## src/rtl/lep_pkg.sv

```systemverilog
package lep_pkg;
   // counter state of the delay engine
   typedef enum logic {
      LEP_IDLE = 1'b0,
      LEP_RUN  = 1'b1
   } lep_state_e;

   // mask of a field of given lsb and width inside a word
   function automatic logic [63:0] lep_field_mask(input int lsb, input int width);
      logic [63:0] m;
      m = '0;
      for (int i = 0; i < width; i++) m[lsb+i] = 1'b1;
      return m;
   endfunction
endpackage

```

## src/rtl/lep_cfg_reg.sv

```systemverilog
module lep_cfg_reg #(
   parameter int REG_W   = 32,
   parameter int ENA_BIT = 16,
   parameter int DLY_LSB = 0,
   parameter int DLY_W   = 7
) (
   input  logic             clk,
   input  logic             rst_n,
   input  logic             wr_en,
   input  logic [REG_W-1:0] wdata,
   output logic [REG_W-1:0] rdata,
   output logic             ena,
   output logic [DLY_W-1:0] dly
);
   localparam int DLY_MSB = DLY_LSB + DLY_W - 1;

   if (ENA_BIT >= REG_W) begin : g_bad_ena
      $error("lep_cfg_reg: enable bit outside register");
   end
   if (DLY_MSB >= REG_W) begin : g_bad_dly
      $error("lep_cfg_reg: delay field outside register");
   end
   if (ENA_BIT >= DLY_LSB && ENA_BIT <= DLY_MSB) begin : g_overlap
      $error("lep_cfg_reg: enable bit overlaps delay field");
   end

   always_ff @(posedge clk) begin
      if (!rst_n) begin
         ena <= 1'b0;
         dly <= '0;
      end else if (wr_en) begin
         ena <= wdata[ENA_BIT];
         dly <= wdata[DLY_LSB +: DLY_W];
      end
   end

   always_comb begin
      rdata                   = '0;
      rdata[ENA_BIT]          = ena;
      rdata[DLY_LSB +: DLY_W] = dly;
   end
endmodule

```

## src/rtl/lep_edge_sync.sv

```systemverilog
module lep_edge_sync #(
   parameter int SYNC_STAGES = 2
) (
   input  logic clk,
   input  logic rst_n,
   input  logic pclk_in,
   output logic rise
);
   logic lvl_s;
   logic lvl_prev;

   if (SYNC_STAGES < 0 || SYNC_STAGES > 8) begin : g_bad_sync
      $error("lep_edge_sync: SYNC_STAGES must be 0..8");
   end

   if (SYNC_STAGES == 0) begin : g_direct
      assign lvl_s = pclk_in;
   end else begin : g_chain
      logic [SYNC_STAGES-1:0] sh;
      always_ff @(posedge clk) begin
         if (!rst_n) begin
            sh <= '0;
         end else begin
            sh[0] <= pclk_in;
            for (int i = 1; i < SYNC_STAGES; i++) sh[i] <= sh[i-1];
         end
      end
      assign lvl_s = sh[SYNC_STAGES-1];
   end

   always_ff @(posedge clk) begin
      if (!rst_n) lvl_prev <= 1'b0;
      else        lvl_prev <= lvl_s;
   end

   assign rise = lvl_s & ~lvl_prev;
endmodule

```

## src/rtl/lep_delay_ctr.sv

```systemverilog
module lep_delay_ctr
   import lep_pkg::*;
#(
   parameter int DLY_W = 7
) (
   input  logic             clk,
   input  logic             rst_n,
   input  logic             ena,
   input  logic             load,
   input  logic [DLY_W-1:0] ld_val,
   output logic             fire,
   output logic             run,
   output logic [DLY_W-1:0] cnt
);
   lep_state_e state;

   if (DLY_W < 1 || DLY_W > 16) begin : g_bad_w
      $error("lep_delay_ctr: DLY_W must be 1..16");
   end

   always_ff @(posedge clk) begin
      if (!rst_n) begin
         state <= LEP_IDLE;
         cnt   <= '0;
      end else if (!ena) begin
         state <= LEP_IDLE;
         cnt   <= '0;
      end else if (load) begin
         state <= LEP_RUN;
         cnt   <= ld_val;
      end else if (state == LEP_RUN) begin
         if (cnt == '0) state <= LEP_IDLE;
         else           cnt   <= cnt - 1'b1;
      end
   end

   assign run  = (state == LEP_RUN);
   assign fire = ena && !load && run && (cnt == '0);
endmodule

```

## src/rtl/lep_pulse.sv

```systemverilog
module lep_pulse (
   input  logic clk,
   input  logic rst_n,
   input  logic ena,
   input  logic fire,
   input  logic rise,
   output logic le_q
);
   always_ff @(posedge clk) begin
      if (!rst_n)    le_q <= 1'b0;
      else if (!ena) le_q <= 1'b0;
      else if (fire) le_q <= 1'b1;
      else if (rise) le_q <= 1'b0;
   end
endmodule

```

## src/rtl/lep_gen.sv

```systemverilog
module lep_gen #(
   parameter int REG_W       = 32,
   parameter int ENA_BIT     = 16,
   parameter int DLY_LSB     = 0,
   parameter int DLY_W       = 7,
   parameter int SYNC_STAGES = 2
) (
   input  logic             clk,
   input  logic             rst_n,
   input  logic             cfg_wr,
   input  logic [REG_W-1:0] cfg_wdata,
   output logic [REG_W-1:0] cfg_rdata,
   input  logic             pclk_in,
   input  logic             last_pix,
   output logic             le_out
);
   logic             ena;
   logic [DLY_W-1:0] dly;
   logic             rise;
   logic             evt;
   logic             fire;
   logic             run;
   logic [DLY_W-1:0] cnt;
   logic             le_q;

   lep_cfg_reg #(
      .REG_W(REG_W), .ENA_BIT(ENA_BIT), .DLY_LSB(DLY_LSB), .DLY_W(DLY_W)
   ) u_reg (
      .clk(clk), .rst_n(rst_n), .wr_en(cfg_wr), .wdata(cfg_wdata),
      .rdata(cfg_rdata), .ena(ena), .dly(dly)
   );

   lep_edge_sync #(.SYNC_STAGES(SYNC_STAGES)) u_sync (
      .clk(clk), .rst_n(rst_n), .pclk_in(pclk_in), .rise(rise)
   );

   assign evt = rise & last_pix & ena;

   lep_delay_ctr #(.DLY_W(DLY_W)) u_ctr (
      .clk(clk), .rst_n(rst_n), .ena(ena), .load(evt), .ld_val(dly),
      .fire(fire), .run(run), .cnt(cnt)
   );

   lep_pulse u_pls (
      .clk(clk), .rst_n(rst_n), .ena(ena), .fire(fire), .rise(rise), .le_q(le_q)
   );

   assign le_out = le_q & ena;
endmodule

```

## config.mk

```make
export PLATFORM = sky130hd
export DESIGN_NAME = lep_gen
export DESIGN_NICKNAME = d
export VERILOG_FILES = /design/src/rtl/lep_pkg.sv /design/src/rtl/lep_cfg_reg.sv /design/src/rtl/lep_edge_sync.sv /design/src/rtl/lep_delay_ctr.sv /design/src/rtl/lep_pulse.sv /design/src/rtl/lep_gen.sv
export SDC_FILE = /design/constraint.sdc
export NUM_CORES = 1
export LEC_CHECK = 0
export BUFFER_PORTS_ARGS = -buffer_cell sky130_fd_sc_hd__buf_2
export CELL_PAD_IN_SITES_DETAIL_PLACEMENT = 1
export CELL_PAD_IN_SITES_GLOBAL_PLACEMENT = 2
export CORE_UTILIZATION = 21
export CTS_BUF_LIST = sky130_fd_sc_hd__clkbuf_8
export DETAILED_ROUTE_END_ITERATION = 7
export PLACE_DENSITY_LB_ADDON = 0.1
export SYNTH_ARGS = -nofsm -noshare
export SYNTH_HDL_FRONTEND = slang
export SYNTH_SLANG_ARGS = --single-unit
```

## constraint.sdc

```tcl
create_clock -name clk -period 2.1 [get_ports clk]
set_clock_uncertainty 0.2 [all_clocks]
set_input_delay 0.315 -clock clk [delete_from_list [all_inputs] [get_ports clk]]
set_output_delay 0.315 -clock clk [all_outputs]
set_load 0.03 [all_outputs]
```

==> summary.md, run 1 <==
| Metric | Value |
|---|---|
| CTS Buffer Depth | 2 |
| Starting Density | 22.3% |
| DIE WIDTH | 73.8 um |
| Endpoints failing hold | 0 |
| Post-synthesis cell count | 117 |
| Initial antenna violation count | 0 |
| Max Slew Vio Count | 0 |
| Hold Crit Class | input port to flip-flop |
| Post-synthesis xor/xnor area fraction | 0.808% |
| Most numerous cell in the Yosys netlist | buf_4 |
| CTS tree | built |
| Vias in the first global route | 763 |
| Number of max-cap violations | 0 |
| Hold-fix buffers, CTS | 0 |
| Synthesis warning total | 0 |
| Sink of the worst hold path | u_sync.g_chain.sh[0] |
| Adder-Cell Fraction of Synth Area | 2.31% |
| Router iterations before antenna repair | 4 |
| Core Footprint | 0.00485 sq mm |
| Setup crit end kind | flip-flop |
| PortBufs | 21 |
| Post-route ant nets | 0 |
| Vias | 771 |
| Drt via density | 3.69 |
| Number of synthesized flops with an enable pin | 0 |
| First-pass GRT wire length | 3730 um |
| Synth Area in Compound Gates | 10.7% |
| Placed cells | 205 |
| Layout cells sized above 1 | 26.1% |
| Fin util | 26.5% |
| Ant. Diodes | 0 |
| FF-to-FF End | u_ctr.cnt[1] |
| Final cell count without fillers | 209 |
| Leakage | 0.542 nW |
| Final period util | 95.8% |
| Final nets | 182 |
| Mean Syn Cell Area | 9.26 sq um |
| Post-synthesis sequential element count | 20 |
| TNS Setup | 0 ps |
| Critical path class | flip-flop to flip-flop |
| Final setup viols | 0 |
| Hold Path Depth | 2 |
| Post-Syn Area | 0.00108 sq mm |
| I/O Pins | 70 |
| GRT overflow | 0 |
| Gpl congestion | 0.703 |
| CTS H-tree depth | 1 |
| Synth Flop Type | dfxtp_1 |
| Area Overhead vs Synth | 18.6% |
| Worst-path clk slew | 80 ps |
| R2r setup slk | 90 ps |
| Root Buffer | clkbuf_8 |
| Pin count of the biggest net entering global routing | 14 |
| Maximum VDD drop | 0.000186 V |
| Row count | 25 |
| Post-synth ARST share | 0% |
| Min Tclk post-route | 2010 ps |
| Clk_lat worst skew | 260 ps |
| Status | finished clean |
| Tot Pwr | 0.914 mW |
| Drt wl/cell | 11.2 um |
| Synth Area in Simple Gates | 19.5% |
| PwrDens | 711 mW/mm^2 |
| Mux contribution to synthesized area | 10.3% |
| Crit path DAT | 2010 ps |
| Worst hold slack | 54.3 ps |
| Top-area cell type share of the netlist area | 37.0% |
| Die area | 0.00545 sq mm |
| RSZ-0062 raised after global routing | no |
| Largest family of logic cells by synthesized area | simple AND/OR/NAND/NOR gates |
| DRC errors left | 0 |
| Total CTS buffers | 3 |
| Die height | 73.8 um |
| Max Freq | 0.497 GHz |
| Commonest cells in the netlist | 25 x buf_4, 20 x dfxtp_1, 10 x mux2i_1 |
| Hold Startpoint | pclk_in |
| Gr usage total | 9.26% |
| Startpoint types | flip-flop |
| Worst EP required | 2100 ps |
| Register area share after synthesis | 37.0% |
| DRT iter0 DRCs | 42 |
| R2R depth | 6 |
| Worst-path fanout max | 3 |
| R2R Path Start | u_ctr.cnt[1] |
| Cell accounting for the most synthesized area | dfxtp_1 |
| Yosys cell types | 29 |
| Top cells by area, synth | dfxtp_1 37%, buf_4 17%, mux2i_1 9.2% |
| Detail Placement HPWL | 1900 um |
| Sink Count | 20 |
| Final WL | 2350 um |
[layer usage]
| layer | GRT usage [%] | routed length (um) |
|---|---|---|
| met1 | 11.8 | 1090 |
| met3 | 1.65 | 112 |
| met5 | 0 | 0 |
| met2 | 15.0 | 1110 |
| met4 | 4.49 | 40 |
[state kept, by name, indices dropped and copies added, names as in the netlist]
name	flops
u_reg.ena	1
u_ctr.cnt	7
u_sync.lvl_prev	1
u_pls.le_q	1
u_reg.dly	7
u_sync.g_chain.sh	2
u_ctr.run	1
[power by group]
part / total (mW) / internal [mW] / switching (mW) / leakage (nW)
Combinational: 0.128 / 0.0294 / 0.0987 / 0.343
Clock: 0.386 / 0.254 / 0.131 / 0.0357
Sequential: 0.400 / 0.391 / 0.00897 / 0.164
[final cells by class]
cell class	instances	area, sq um
multi-input combinational	90	579
inverter	3	13.8
clock buffer	3	41.3
clock inverter	1	30.0
fill	580	3560
tap	67	83.8
sequential	20	402
timing repair buffer	25	135
[worst max-delay path, cell delays in order, from the launching register on]
cell     delay, ps
dfxtp_2        340
inv_4           70
ha_4           130
or4b_4         480
o31ai_4        280
mux2_4         330
a21oi_1        130
[stage by stage]
| stage | cell area (sq um) | setup WS (ps) |
|---|---|---|
| floorplan | 1170 | 104 |
| global placement | 1190 | 73.4 |
| detailed placement | 1190 | 39.7 |
| CTS | 1260 | 15.1 |
| global route | 1280 | 4.10 |
| finish | 1280 | 88.6 |
[cell usage in the layout (no fill, tap or decap)]
cell type	netlist	final
a211oi_1	1	1
or3_1	1	1
buf_4	25	4
bufinv_16	0	1
xnor2_1	1	1
nand2_1	4	4
and2_1	5	5
conb_1	1	24
mux2_4	0	1
inv_4	0	1
a21oi_1	8	8
inv_2	0	1
nor4_2	1	1
o21ai_0	7	7
nor2b_1	9	9
clkbuf_8	0	3
nor2_1	2	2
ha_1	2	1
or4b_4	1	1
ha_4	0	1
or3b_1	1	1
or4_1	1	1
nand4bb_1	1	1
o31ai_4	1	1
nor4b_1	1	1
mux2i_1	10	10
buf_2	0	21
a31oi_1	2	2
dfxtp_2	0	1
nand2b_1	1	1
dfxtp_1	20	19
nor3_1	3	3
nand3_1	1	1
inv_1	3	1
nand4_1	1	1
[worst max path at each step]
stage / from / to / cells past startpoint
final: u_ctr.cnt[1] / u_ctr.cnt[1] / 6
after global routing: u_ctr.cnt[1] / u_ctr.cnt[1] / 6
after CTS: u_ctr.cnt[1] / u_ctr.cnt[1] / 6
after detailed placement: u_ctr.cnt[1] / u_ctr.cnt[1] / 6
after global placement: u_ctr.cnt[1] / u_ctr.cnt[1] / 6
after floorplan: u_ctr.cnt[0] / u_ctr.cnt[1] / 6
[cells by family after synthesis]
family,Yosys count
and+or+nand+nor,33
buffers and inverters,30
DFF,20
AOI/OAI and AO/OA,19
muxes,11
adders and majority gates,2
other,1
xor gates and xnor gates,1
[what timing repair did]
item,in CTS,in global routing
buffers inserted,0,0
resized for setup,0,7
setup endpoints to repair,0,2
Note: power is estimated with default switching activity, not from simulation.
==> inputs of run 2 (changes only) <==
RECOVER_POWER = 100   (was not set)
==> run 2 against run 1 <==
Critical path depth unchanged; sequential share of layout area increased by 0.46 points; clock power barely moved; wire length fell by 0.47%; via count increased by 0.39%; die area unchanged; worst hold slack barely moved; core utilization fell by 0.39 points; cell count unchanged; first-iteration DRC count increased by 2.4%; critical endpoint unchanged.
==> summary.md, run 2 (synthesis results as in run 1) <==
| Metric | Value |
|---|---|
| Status | finished clean |
| Placed Area | 0.00119 sq mm (unchanged) |
| Total CTS buffers | 3 (unchanged) |
| Drt wl/cell | 11.2 um (-0.47%) |
| Final cell count without fillers | 209 (unchanged) |
| Worst-path fanout max | 3 (unchanged) |
| Worst hold slack | 54.3 ps (-0.0196 ps) |
| GRT overflow | 0 (unchanged) |
| Gr usage total | 9.26% (unchanged) |
| Max Freq | 0.497 GHz (about the same) |
| Critical path's top delay family | simple AND/OR/NAND/NOR gates |
| First-pass GRT wire length | 3730 um (unchanged) |
| Bufs and invs on worst path | 1 (unchanged) |
| Die area | 0.00545 sq mm (unchanged) |
| Ant. Diodes | 0 (unchanged) |
| RSZ-0062 raised after global routing | no |
| CTS tree | built |
| Final nets | 182 (unchanged) |
| Detail Placement HPWL | 1900 um (unchanged) |
| Post-route ant nets | 0 (unchanged) |
| Initial antenna violation count | 0 (unchanged) |
| Hold Crit Class | input port to flip-flop |
| Row count | 25 (unchanged) |
| Slowest cell delay on critical path | 480 ps (about the same) |
| Vias in the first global route | 763 (unchanged) |
| Pre-CTS WS | 39.7 ps (unchanged) |
| Area Overhead vs Synth | 16.9% |
| Final setup viols | 0 (unchanged) |
| Leakage | 0.502 nW (-7.4%) |
| Hold Startpoint | pclk_in |
| Sink Count | 20 (unchanged) |
| R2R Path Start | u_ctr.cnt[1] |
| Fin area | 0.00127 sq mm (-1.5%) |
| Pin count of the biggest net entering global routing | 14 (unchanged) |
| Slowest cell on crit path | or4b_4 |
| Core Footprint | 0.00485 sq mm (unchanged) |
| Commonest cells after routing, fill and taps aside | 24 x conb_1, 19 x dfxtp_1, 11 x buf_2 |
| Min Tclk post-route | 2010 ps (-0.916 ps) |
| Cts repair resizes | 0 (unchanged) |
| Crit path DAT | 2010 ps (about the same) |
| Gpl congestion | 0.703 (unchanged) |
| Tot Pwr | 0.911 mW (-0.31%) |
| Commonest non-fill, non-tap cell in the layout | conb_1 |
| CP Launch Point | u_ctr.cnt[1] |
| Cell breakdown of the critical path | inv_4 > ha_4 > or4b_4 > o31ai_4 > mux2_4 > a21oi_1 |
| Setup crit end kind | flip-flop |
| I/O Pins | 70 (unchanged) |
| PortBufs | 21 (unchanged) |
| Fin util | 26.1% (-0.39 points) |
| Max Slew Vio Count | 0 (unchanged) |
| PwrDens | 719 mW/mm^2 (+1.2%) |
| Worst-path clk slew | 80 ps (about the same) |
| Worst setup margin | 89.5 ps (+0.916 ps) |
| Worst EP required | 2100 ps (about the same) |
| Post-CTS setup buffer count | 0 (unchanged) |
| DRT iter0 DRCs | 43 (+2.4%) |
| Maximum VDD drop | 0.000185 V (-0.67%) |
| Hold-fix buffers, CTS | 0 (unchanged) |
| Biggest regs | u_ctr.cnt: 7 flops, u_reg.dly: 7 flops, u_sync.g_chain.sh: 2 flops |
| Number of max-cap violations | 0 (unchanged) |
| Vias | 774 (+0.39%) |
| Die height | 73.8 um (unchanged) |
| DIE WIDTH | 73.8 um (unchanged) |
| Endpoints failing hold | 0 (unchanged) |
| CTS Buffer Depth | 2 (unchanged) |
| DRC errors left | 0 (unchanged) |
| Layout cells sized above 1 | 18.3% (-7.7 points) |
| Startpoint types | flip-flop |
| Final WL | 2340 um (-0.47%) |
| Placed cells | 205 (unchanged) |
| Router iterations before antenna repair | 5 (+1) |
| TNS Setup | 0 ps (unchanged) |
| Clk_lat worst skew | 260 ps (about the same) |
| Root Buffer | clkbuf_8 |
| Drt via density | 3.70 (+0.39%) |
| CTS H-tree depth | 1 (unchanged) |
| Final period util | 95.7% (about the same) |
| Starting Density | 22.3% (unchanged) |
| Critical path class | flip-flop to flip-flop |
==> run 2: cell count changes in the layout (fill, tap and decap cells not counted), sizes merged <==
cell	delta
clkbuf	+10
buf	-10
==> run 2: cell type report <==
| class | instances | area, sq um |
|---|---|---|
| Inverter | 3 | 13.8 |
| Multi-Input combinational cell | 90 | 573 |
| Clock inverter | 1 | 30.0 |
| Clock buffer | 3 | 41.3 |
| Timing Repair Buffer | 25 | 123 |
| Tap cell | 67 | 83.8 |
| Fill cell | 580 | 3580 |
| Sequential cell | 20 | 402 |
==> run 2: power by group <==
group | leakage [nW] | switching, mW | internal, mW | total (mW)
registers | 0.164 | 0.00902 | 0.391 | 0.400
logic | 0.303 | 0.0987 | 0.0265 | 0.125
clock network | 0.0357 | 0.131 | 0.254 | 0.386
==> run 2: final timing paths <==
kind	endpoint	slack (ps)	cells past startpoint
worst max-delay path	u_ctr.cnt[1]	90	6
worst min-delay path	u_sync.g_chain.sh[0]	50	2
worst max register to register	u_ctr.cnt[1]	90	6
worst min register to register	u_sync.g_chain.sh[1]	240	1
==> run 2: routing by layer <==
layer / global-route usage [%] / up-vias / wire length, um
met2: 15.0 / 25 / 1120
met3: 1.65 / 5 / 109
met1: 11.8 / 344 / 1070
met4: 4.49 / 0 / 40
met5: 0 / - / 0
li1: - / 400 / -
==> inputs of run 3 (changes only) <==
MAX_ROUTING_LAYER = met4   (was not set)
==> run 3 against run 2 <==
Wire length is 0.13% higher; cell count is the same; sequential cell count is the same; total power about the same; fmax about the same; non-clock buffer count unchanged; register-to-register slack is essentially flat; die area unchanged; sequential power hardly changed; critical path depth did not move; cell area did not move; global-route usage up 0.27 points; highest routed layer unchanged.
==> summary.md, run 3 (synthesis results as in run 1) <==
| Metric | Value |
|---|---|
| Worst EP required | 2100 ps (about the same) |
| Post-route ant nets | 0 (unchanged) |
| DRC errors left | 0 (unchanged) |
| Final setup viols | 0 (unchanged) |
| Worst-path clk slew | 80 ps (about the same) |
| Max Slew Vio Count | 0 (unchanged) |
| Fillers | 580 (unchanged) |
| Crit path DAT | 2010 ps (about the same) |
| Biggest regs | u_ctr.cnt: 7 flops, u_reg.dly: 7 flops, u_sync.g_chain.sh: 2 flops |
| Fin area | 0.00127 sq mm (unchanged) |
| Startpoint types | flip-flop |
| Router iterations before antenna repair | 5 (unchanged) |
| Die height | 73.8 um (unchanged) |
| Gpl congestion | 0.711 (+1.1%) |
| Die area | 0.00545 sq mm (unchanged) |
| Cell breakdown of the critical path | inv_4 > ha_4 > or4b_4 > o31ai_4 > mux2_4 > a21oi_1 |
| Core Footprint | 0.00485 sq mm (unchanged) |
| GRT overflow | 0 (unchanged) |
| Leakage | 0.502 nW (unchanged) |
| CTS tree | built |
| Root Buffer | clkbuf_8 |
| PortBufs | 21 (unchanged) |
| I/O Pins | 70 (unchanged) |
| Starting Density | 22.3% (unchanged) |
| DIE WIDTH | 73.8 um (unchanged) |
| Sink Count | 20 (unchanged) |
| Setup crit end kind | flip-flop |
| CTS H-tree depth | 1 (unchanged) |
| Final period util | 95.7% (about the same) |
| Worst-path fanout max | 3 (unchanged) |
| Hold Crit Class | input port to flip-flop |
| Min Tclk post-route | 2010 ps (-0.0997 ps) |
| Tot Pwr | 0.911 mW (about the same) |
| Vias in the first global route | 764 (+0.13%) |
| Placed Area | 0.00119 sq mm (unchanged) |
| Total CTS buffers | 3 (unchanged) |
| Critical path class | flip-flop to flip-flop |
| Drt wl/cell | 11.2 um (+0.13%) |
| CTS Buffer Depth | 2 (unchanged) |
| Commonest cells after routing, fill and taps aside | 24 x conb_1, 19 x dfxtp_1, 11 x buf_2 |
| Pin count of the biggest net entering global routing | 14 (unchanged) |
| Commonest non-fill, non-tap cell in the layout | conb_1 |
| Clk_lat worst skew | 260 ps (about the same) |
| Status | finished clean |
| Vias | 774 (unchanged) |
| Detail Placement HPWL | 1900 um (unchanged) |
| Drt via density | 3.70 (unchanged) |
| First-pass GRT wire length | 3730 um (unchanged) |
| Area Overhead vs Synth | 16.9% (unchanged) |
| Endpoints failing hold | 0 (unchanged) |
| Maximum VDD drop | 0.000185 V (about the same) |
| Gr usage total | 9.53% (+0.27 points) |
| RSZ-0062 raised after global routing | no |
| TNS Setup | 0 ps (unchanged) |
| Slowest cell delay on critical path | 480 ps (about the same) |
| Bufs and invs on worst path | 1 (unchanged) |
| Fin util | 26.1% (unchanged) |
| Row count | 25 (unchanged) |
| Initial antenna violation count | 0 (unchanged) |
| Ant. Diodes | 0 (unchanged) |
| Layout cells sized above 1 | 18.3% (unchanged) |
| Number of max-cap violations | 0 (unchanged) |
| Final nets | 182 (unchanged) |
| Critical path's top delay family | simple AND/OR/NAND/NOR gates |
| Final WL | 2340 um (+0.13%) |
| Post-CTS setup buffer count | 0 (unchanged) |
| Slowest cell on crit path | or4b_4 |
| PwrDens | 719 mW/mm^2 (about the same) |
| Max Freq | 0.497 GHz (about the same) |
| DRT iter0 DRCs | 53 (+23%) |
[run 3: cell counts in the layout (fill, tap and decap cells not counted)]
Identical to the previous run, type by type.
[run 3: metal layers]
layer	track usage, %	vias up	routed length, um
li1	-	400	-
met4	4.49	0	41
met3	1.65	5	111
met2	15.0	25	1120
met5	-	-	0
met1	11.8	344	1070
[run 3: cell type report]
cell class / instances / area (sq um) / area share [%]
timing repair buffer: 25 / 123 / 9.68
sequential: 20 / 402 / 31.7
multi-input combinational: 90 / 573 / 45.3
clock inverter: 1 / 30.0 / 2.37
clock buffer: 3 / 41.3 / 3.26
inverter: 3 / 13.8 / 1.09
tap: 67 / 83.8 / 6.62
[run 3: path summary, 6_finish.rpt]
| check | start | end | slack [ps] | cells past startpoint |
|---|---|---|---|---|
| min reg2reg | u_sync.g_chain.sh[0] | u_sync.g_chain.sh[1] | 240 | 1 |
| max | u_ctr.cnt[1] | u_ctr.cnt[1] | 90 | 6 |
| max reg2reg | u_ctr.cnt[1] | u_ctr.cnt[1] | 90 | 6 |
| min | pclk_in | u_sync.g_chain.sh[0] | 50 | 2 |
[run 3: what timing repair did]
action	in CTS	in global routing
setup endpoints to repair	0	2
gates resized for setup	0	7
hold buffers	0	0
hold endpoints to repair	0	0
[run 3: per-stage QoR]
step                      hold slack [ps]  instances  worst slack [ps]
after detailed placement              223        205              39.7
after global routing                 47.0        209              4.10
after CTS                            54.2        209              15.1
final                                54.3        209              89.6
after global placement                215        205              73.4
after floorplan                       212        140               104
[run 3: report_power, final]
part | internal, mW | total, mW | switching (mW)
sequential | 0.391 | 0.400 | 0.00903
clock | 0.254 | 0.386 | 0.131
combinational | 0.0265 | 0.125 | 0.0986
total | 0.672 | 0.911 | 0.239
